===== src/rtl/sema_pkg.sv =====
package sema_pkg;
    localparam int unsigned REG_W   = 32;  // register width
    localparam int unsigned CNT_W   = 8;   // semaphore count width
    localparam int unsigned CNT_LSB = 16;  // read position of the count field
    localparam int unsigned INC_LSB = 0;   // write position of the add field
endpackage


===== src/rtl/sema_regif.sv =====
module sema_regif
    import sema_pkg::*;
#(
    parameter int unsigned DW = REG_W,
    parameter int unsigned CW = CNT_W,
    parameter int unsigned CL = CNT_LSB,
    parameter int unsigned IL = INC_LSB
) (
    input  logic          wr_en,
    input  logic [DW-1:0] wdata,
    input  logic [CW-1:0] count,
    output logic [CW-1:0] add_amt,
    output logic          add_nz,
    output logic [DW-1:0] rdata
);
    localparam int unsigned IHI = IL + CW;

    // bits of the write word outside the add field carry no meaning
    logic unused_hi;
    if (IHI < DW) begin : g_hi
        assign unused_hi = ^wdata[DW-1:IHI];
    end else begin : g_nohi
        assign unused_hi = 1'b0;
    end

    always_comb begin
        add_amt = wr_en ? wdata[IL +: CW] : '0;
        add_nz  = (add_amt != '0);
    end

    always_comb begin
        rdata           = '0;
        rdata[CL +: CW] = count;
    end
endmodule


===== src/rtl/sema_arbiter.sv =====
module sema_arbiter (
    input  logic req,
    input  logic count_nz,
    input  logic add_nz,
    output logic gnt,
    output logic stall
);
    logic unit_avail;

    always_comb begin
        unit_avail = count_nz | add_nz;
        gnt        = req & unit_avail;
        stall      = req & ~unit_avail;
    end
endmodule


===== src/rtl/sema_update.sv =====
module sema_update
    import sema_pkg::*;
#(
    parameter int unsigned CW = CNT_W
) (
    input  logic [CW-1:0] count,
    input  logic [CW-1:0] add_amt,
    input  logic          take,
    output logic [CW-1:0] count_next
);
    logic [CW:0] wide;

    always_comb begin
        // a take is only granted when count+add >= 1, so this never underflows
        wide = {1'b0, count} + {1'b0, add_amt} - {{CW{1'b0}}, take};
        if (wide[CW]) begin
            count_next = '1;
        end else begin
            count_next = wide[CW-1:0];
        end
    end
endmodule


===== src/rtl/dma_sema_channel.sv =====
module dma_sema_channel
    import sema_pkg::*;
#(
    parameter int unsigned DW = REG_W,
    parameter int unsigned CW = CNT_W,
    parameter int unsigned CL = CNT_LSB,
    parameter int unsigned IL = INC_LSB
) (
    input  logic          clk,
    input  logic          rst_n,
    input  logic          sw_wr_en,
    input  logic [DW-1:0] sw_wdata,
    output logic [DW-1:0] sw_rdata,
    input  logic          dec_req,
    output logic          dec_gnt,
    output logic          dma_stall
);
    typedef struct packed {
        logic [CW-1:0] count;
    } sema_state_t;

    sema_state_t   state_d, state_q;
    logic [CW-1:0] add_amt;
    logic          add_nz;
    logic [CW-1:0] count_next;

    sema_regif #(.DW(DW), .CW(CW), .CL(CL), .IL(IL)) u_regif (
        .wr_en   (sw_wr_en),
        .wdata   (sw_wdata),
        .count   (state_q.count),
        .add_amt (add_amt),
        .add_nz  (add_nz),
        .rdata   (sw_rdata)
    );

    sema_arbiter u_arb (
        .req      (dec_req),
        .count_nz (state_q.count != '0),
        .add_nz   (add_nz),
        .gnt      (dec_gnt),
        .stall    (dma_stall)
    );

    sema_update #(.CW(CW)) u_upd (
        .count      (state_q.count),
        .add_amt    (add_amt),
        .take       (dec_gnt),
        .count_next (count_next)
    );

    always_comb begin
        state_d       = state_q;
        state_d.count = count_next;
    end

    always_ff @(posedge clk or negedge rst_n) begin
        if (!rst_n) begin
            state_q <= '0;
        end else begin
            state_q <= state_d;
        end
    end
endmodule


===== config.mk =====
export PLATFORM = sky130hd
export DESIGN_NAME = dma_sema_channel
export DESIGN_NICKNAME = d
export VERILOG_FILES = /design/src/rtl/sema_pkg.sv /design/src/rtl/sema_regif.sv /design/src/rtl/sema_arbiter.sv /design/src/rtl/sema_update.sv /design/src/rtl/dma_sema_channel.sv
export SDC_FILE = /design/constraint.sdc
export NUM_CORES = 1
export LEC_CHECK = 0
export BUFFER_PORTS_ARGS = -buffer_cell sky130_fd_sc_hd__buf_2
export CAP_MARGIN = 20
export CELL_PAD_IN_SITES_DETAIL_PLACEMENT = 1
export CELL_PAD_IN_SITES_GLOBAL_PLACEMENT = 1
export CORE_ASPECT_RATIO = 0.8
export CORE_MARGIN = 2
export CORE_UTILIZATION = 32
export CTS_BUF_LIST = sky130_fd_sc_hd__clkbuf_4 sky130_fd_sc_hd__clkbuf_8
export DETAILED_ROUTE_END_ITERATION = 10
export PLACE_DENSITY = 0.95
export SETUP_SLACK_MARGIN = 0.02
export SLEW_MARGIN = 15
export SYNTH_ARGS = -nofsm -noshare
export SYNTH_HDL_FRONTEND = slang
export SYNTH_SLANG_ARGS = --single-unit

===== constraint.sdc =====
create_clock -name clk -period 4 [get_ports clk]
set_input_delay 0.8 -clock clk [delete_from_list [all_inputs] [get_ports clk]]
set_output_delay 0.8 -clock clk [all_outputs]
set_load 0.01 [all_outputs]

* Word level (Yosys, flattened, before mapping) *
Cells that the tools add are included.

storage, ports and cells
  flip-flop bits (word level) = 8
  output and inout port bits = 34
  bits of input ports = 36

operators by class
  bitwise gates (word level) = 4
  reductions and logical operators = 2
  add/sub/neg operators = 2
  multiplexer cells = 2

operators with widths
  operator                                     count
  8-bit 2-to-1 mux                             2
  8-bit nonzero test                           2
  8-bit by 8-bit adder with 9-bit output       1
  9-bit by 1-bit subtractor with 9-bit output  1
  1-bit bitwise AND                            2
  1-bit NOT                                    1
  1-bit bitwise OR                             1

* Longest topological paths before layout *
  depth in word-level cells = 6
  mapped depth = 13

* By module *
From an unflattened synthesis, not the netlist that was laid out.

unflattened totals
  cells, all modules = 151
  area, all modules = 1,256.2 µm²

modules (own cells, without submodules)
  module            area an instance (µm²)  cells an instance  times used
  sema_update       691.9                   94                 1
  sema_regif        327.8                   44                 1
  dma_sema_channel  216.5                   11                 1
  sema_arbiter      20.0                    2                  1

* Worst setup path after synthesis *
OpenSTA, ideal clock, no wires.

  kind = input-to-reg
  from = input port sw_wdata[0]
  to = register state_q[2] (netlist name)
  path slack = 0.858 ns
  setup time = 0.140 ns
  arrival = 3.002 ns
  buffers on the path = 0
  stages on the path = 13
  cell sequence = nor4_1 -> nand2_1 -> a21oi_1 -> nor2b_1 -> ha_1 -> inv_1 -> ha_1 -> inv_1 -> fa_1 -> nor2b_1 -> o31a_4 -> o2111a_2 -> o32ai_1

on the way
  cells in the longest elaborated chain, start to end = 6

ends and longest elaborated chain
  item                                         RTL line                text
  start: declaration                           dma_sema_channel.sv:12  input logic [DW-1:0] sw_wdata,
  8-bit 2-to-1 mux                             sema_regif.sv:27        add_amt = wr_en ? wdata[IL +: CW] : '0;
  8-bit nonzero test                           sema_regif.sv:28        add_nz = (add_amt != '0);
  1-bit bitwise OR                             sema_arbiter.sv:11      unit_avail = count_nz | add_nz;
  1-bit bitwise AND                            sema_arbiter.sv:12      gnt = req & unit_avail;
  net dec_gnt                                  dma_sema_channel.sv:15  output logic dec_gnt,
  9-bit by 1-bit subtractor with 9-bit output  sema_update.sv:15       wide = {1'b0, count} + {1'b0, add_amt} - {{CW{1'b0}}, take};
  8-bit 2-to-1 mux                             sema_update.sv:16       if (wide[CW]) begin
  net count_next[2]                            dma_sema_channel.sv:25  logic [CW-1:0] count_next;
  end signal: assignment                       dma_sema_channel.sv:60  state_q <= state_d;
  end: declaration                             dma_sema_channel.sv:22  sema_state_t state_d, state_q;

The timed path passes the listed nets, and every way through them passes these cells.

* Worst setup path in the final report *
  from = input port sw_wdata[0]
  to = register state_q[3] (netlist name)

on the way
  cells in the longest elaborated chain, start to end = 6

ends and longest elaborated chain
  item                                                                            RTL line
  8-bit 2-to-1 mux *                                                              sema_regif.sv:27
  branches (longest 3 deep; another with 8-bit by 8-bit adder with 9-bit output)  n/a
  9-bit by 1-bit subtractor with 9-bit output *                                   sema_update.sv:15
  8-bit 2-to-1 mux *                                                              sema_update.sv:16
  net count_next[3]                                                               dma_sema_channel.sv:25

Mark *: on every way through the listed nets, which the timed path passes.

==> summary.md <==
| Metric | Value |
|---|---|
| Status | `finished clean` |
| Top cells by area, synth | `dfrtp_1 (18%), ha_1 (18%), buf_4 (16%)` |
| Starting Density | `32.9%` |
| Avg WL per Cell | `12.4 microns` |
| Post-Layout Cell Count | `201` |
| Post-synthesis average cell area | `8.11 sq um` |
| CP arrival | `3.54 ns` |
| TritonCTS Buffers | `3` |
| Crit-path slowest cell | `fa_1` |
| Die W | `70.1 microns` |
| Finish-stage setup viols | `0` |
| FP Rows | `19` |
| DRC viols | `0` |
| Drt first-iter violations | `18` |
| DR pass1 iterations | `4` |
| Cts hold-fix bufs | `0` |
| CTS max path bufs | `2` |
| CP Capture Type | `flop` |
| Clock sink total | `8` |
| Max H-tree Level | `1` |
| Via density per instance | `4.73` |
| Final design utilization | `35.6%` |
| Fmax | `291 MHz` |
| CORE AREA | `0.00340 sq mm` |
| Final hold vios | `0` |
| Vias in the first global route | `960` |
| RR Endpoint | `state_q[3]` |
| TNS Setup | `0 ns` |
| R2R Setup Slk | `0.89 ns` |
| Io pins | `70` |
| Max-Cap Viols | `0` |
| Worst Setup SP | `sw_wdata[0]` |
| Crit-path cells | `buf_2, nor4_1, nand2_1, a21oi_1, nor2b_1, ha_1, inv_1, ha_1, inv_1, fa_1, nor2b_1, o31a_4, nor3_2, o32ai_1` |
| CP peak stage delay | `0.38 ns` |
| Worst Setup EP | `state_q[3]` |
| Grt ovf | `0` |
| FF-to-FF Start | `state_q[5]` |
| First-pass GRT wire length | `4280 microns` |
| Final Cycle Share | `86.0%` |
| Post-cts resize count | `0` |
| RSZ-0062 raised after global routing | `no` |
| Filler Cells Inserted | `435` |
| Yosys Warn Count | `0` |
| Worst setup SP type | `input port` |
| P&R area growth vs syn | `8.04%` |
| Die Y | `56.9 microns` |
| LEAKAGE | `0.672 nW` |
| Antenna Violating Nets Remaining | `0` |
| Hold crit path type | `input port to async pin` |
| Max FFs per register | `8` |
| Synth Register Bits | `8` |
| DR vias | `950` |
| Top cell type's share of synthesized area | `17.9%` |
| Final hold slack | `0.409 ns` |
| Largest regs | `state_q (8)` |
| Tmin final | `3.44 ns` |
| HPWL after DPL | `2220 microns` |
| Skew final | `0.000717 ns` |
| Synth Cell Area | `0.00112 sq mm` |
| Total setup buffers inserted after CTS | `0` |
| Clock slew at reported path FFs | `0.04 ns` |
| Netlist cell types | `31` |
| Delay-heaviest family, CP | `adder cells` |
| WL final | `2500 microns` |
| R2R cell count | `13` |
| Port bufs | `21` |
| TritonCTS clock tree | `yes` |
| Layout cells sized above 1 | `17.6%` |
| CP required | `4.10 ns` |
| DIE AREA | `0.00399 sq mm` |
| GP Congestion | `0.719` |
| Synth area leader | `dfrtp_1` |
| Root Driver | `clkbuf_8` |
| Nets | `214` |
| Total GRT Usage | `13.1%` |
| Multi-input logic area | `717 sq um` |
| Crit-path max FO | `8` |
| P per Cell Area | `784 mW/mm^2` |
| Post-synthesis sequential area ratio | `17.9%` |
| Synth Instances | `138` |
| Worst vdd ir | `0.195 mV` |
| Number of diodes | `0` |
| Placed insts | `198` |
| Biggest register | `state_q` |
| Stages on the worst setup path | `14` |
| Critical path class | `input port to flop` |
| Register area | `200 sq um` |
| Initial antenna violation count | `0` |
| Largest net degree at the start of global routing | `10` |
| Worst skew pair latency | `0.22 ns` |
| Slew Limit Fails | `0` |
| Bufs and invs on worst path | `3` |
==> layer usage <==
| layer | GRT usage [%] | vias up | wire length [microns] |
|---|---|---|---|
| met5 | 0 | - | 0 |
| li1 | - | 473 | - |
| met3 | 1.80 | 2 | 121 |
| met4 | 3.30 | 0 | 22 |
| met1 | 16.3 | 442 | 1100 |
| met2 | 24.1 | 33 | 1250 |
==> how the worst min path moves through the flow <==
stage / start / to / slack, ns / depth (start not counted)
after global placement: state_q[0] / state_q[0] / 0.63 / 3
after CTS: rst_n / state_q[1] / 0.41 / 1
after global routing: rst_n / state_q[6] / 0.42 / 1
final: rst_n / state_q[6] / 0.41 / 1
after detailed placement: rst_n / state_q[6] / 0.65 / 1
after floorplan: rst_n / state_q[0] / 0.50 / 0
==> area by class of cell <==
class / instances / share of cell area (%)
well taps: 42 / 4.34
inverters: 25 / 7.76
repair buffers: 21 / 8.69
multi-input cells: 102 / 59.3
clock buffers: 3 / 3.41
flip-flops and latches: 8 / 16.5
==> worst reg2reg max path: cells and delay by family (launching register included) <==
family                   cells  cell delay [ns]
adder cells (fa/ha/maj)      3             0.87
flip-flops                   1             0.39
AO/OA/AOI/OAI                3             0.75
AND/OR/NAND/NOR              5             0.84
buffers and inverters        2             0.13
==> power breakdown <==
group	leakage [nW]	total (W)	internal, W	switching (W)
combinational	0.568	0.000707	0.000301	0.000406
sequential	0.0820	0.000148	0.000120	0.0000274
clock	0.0216	0.0000939	0.0000649	0.0000289
==> cells in the final DEF (no fill, tap or decap), types with 2 or more instances in the layout <==
cell and n:
o21a_1 4, ha_1 16, a211oi_1 3, and2_1 2
nor2_1 2, conb_1 24, a21o_1 3, dfrtp_1 8
o31ai_1 3, clkbuf_8 3, a211o_1 2, nor4_1 4
o32ai_1 5, nor3_1 3, inv_1 25, o21ai_0 3
buf_2 21, nand2_1 12, nor2b_1 3, nand2b_1 3
==> metrics by stage <==
| step | power (W) | instance area, sq um | setup WS [ns] |
|---|---|---|---|
| floorplan | 0.000697 | 1210 | 0.858 |
| finish | 0.000948 | 1210 | 0.561 |
| global route | 0.00105 | 1210 | 0.316 |
| global placement | 0.000807 | 1170 | 0.493 |
| detailed placement | 0.000855 | 1170 | 0.341 |
| CTS | 0.000952 | 1210 | 0.575 |
==> cells in the mapped netlist (all sizes together) <==
master,number
ha,16
conb,1
dfrtp,8
and2,2
clkbuf,1
a21oi,1
nand2b,3
nor2b,3
o31a,1
nand2,12
o32ai,5
a211o,2
a22o,1
inv,25
a311oi,1
o31ai,3
a211oi,3
buf,25
nor2,2
o221a,1
o211a,1
nor4,4
o2111a,1
fa,1
nor3,4
a21o,3
or3,1
o21a,4
o21ai,3
==> cells by family (layout without fill, tap and decap cells) <==
group | after synthesis | in the layout | share of synthesized area (%)
AOI/OAI and AO/OA | 30 | 30 | 22.1
buffers and inverters | 51 | 49 | 25.8
DFF | 8 | 8 | 17.9
adders and majority gates | 17 | 17 | 19.7
other | 1 | 24 | 0.335
and+or+nand+nor | 31 | 31 | 14.2
Note: power is estimated with default switching activity, not from simulation.
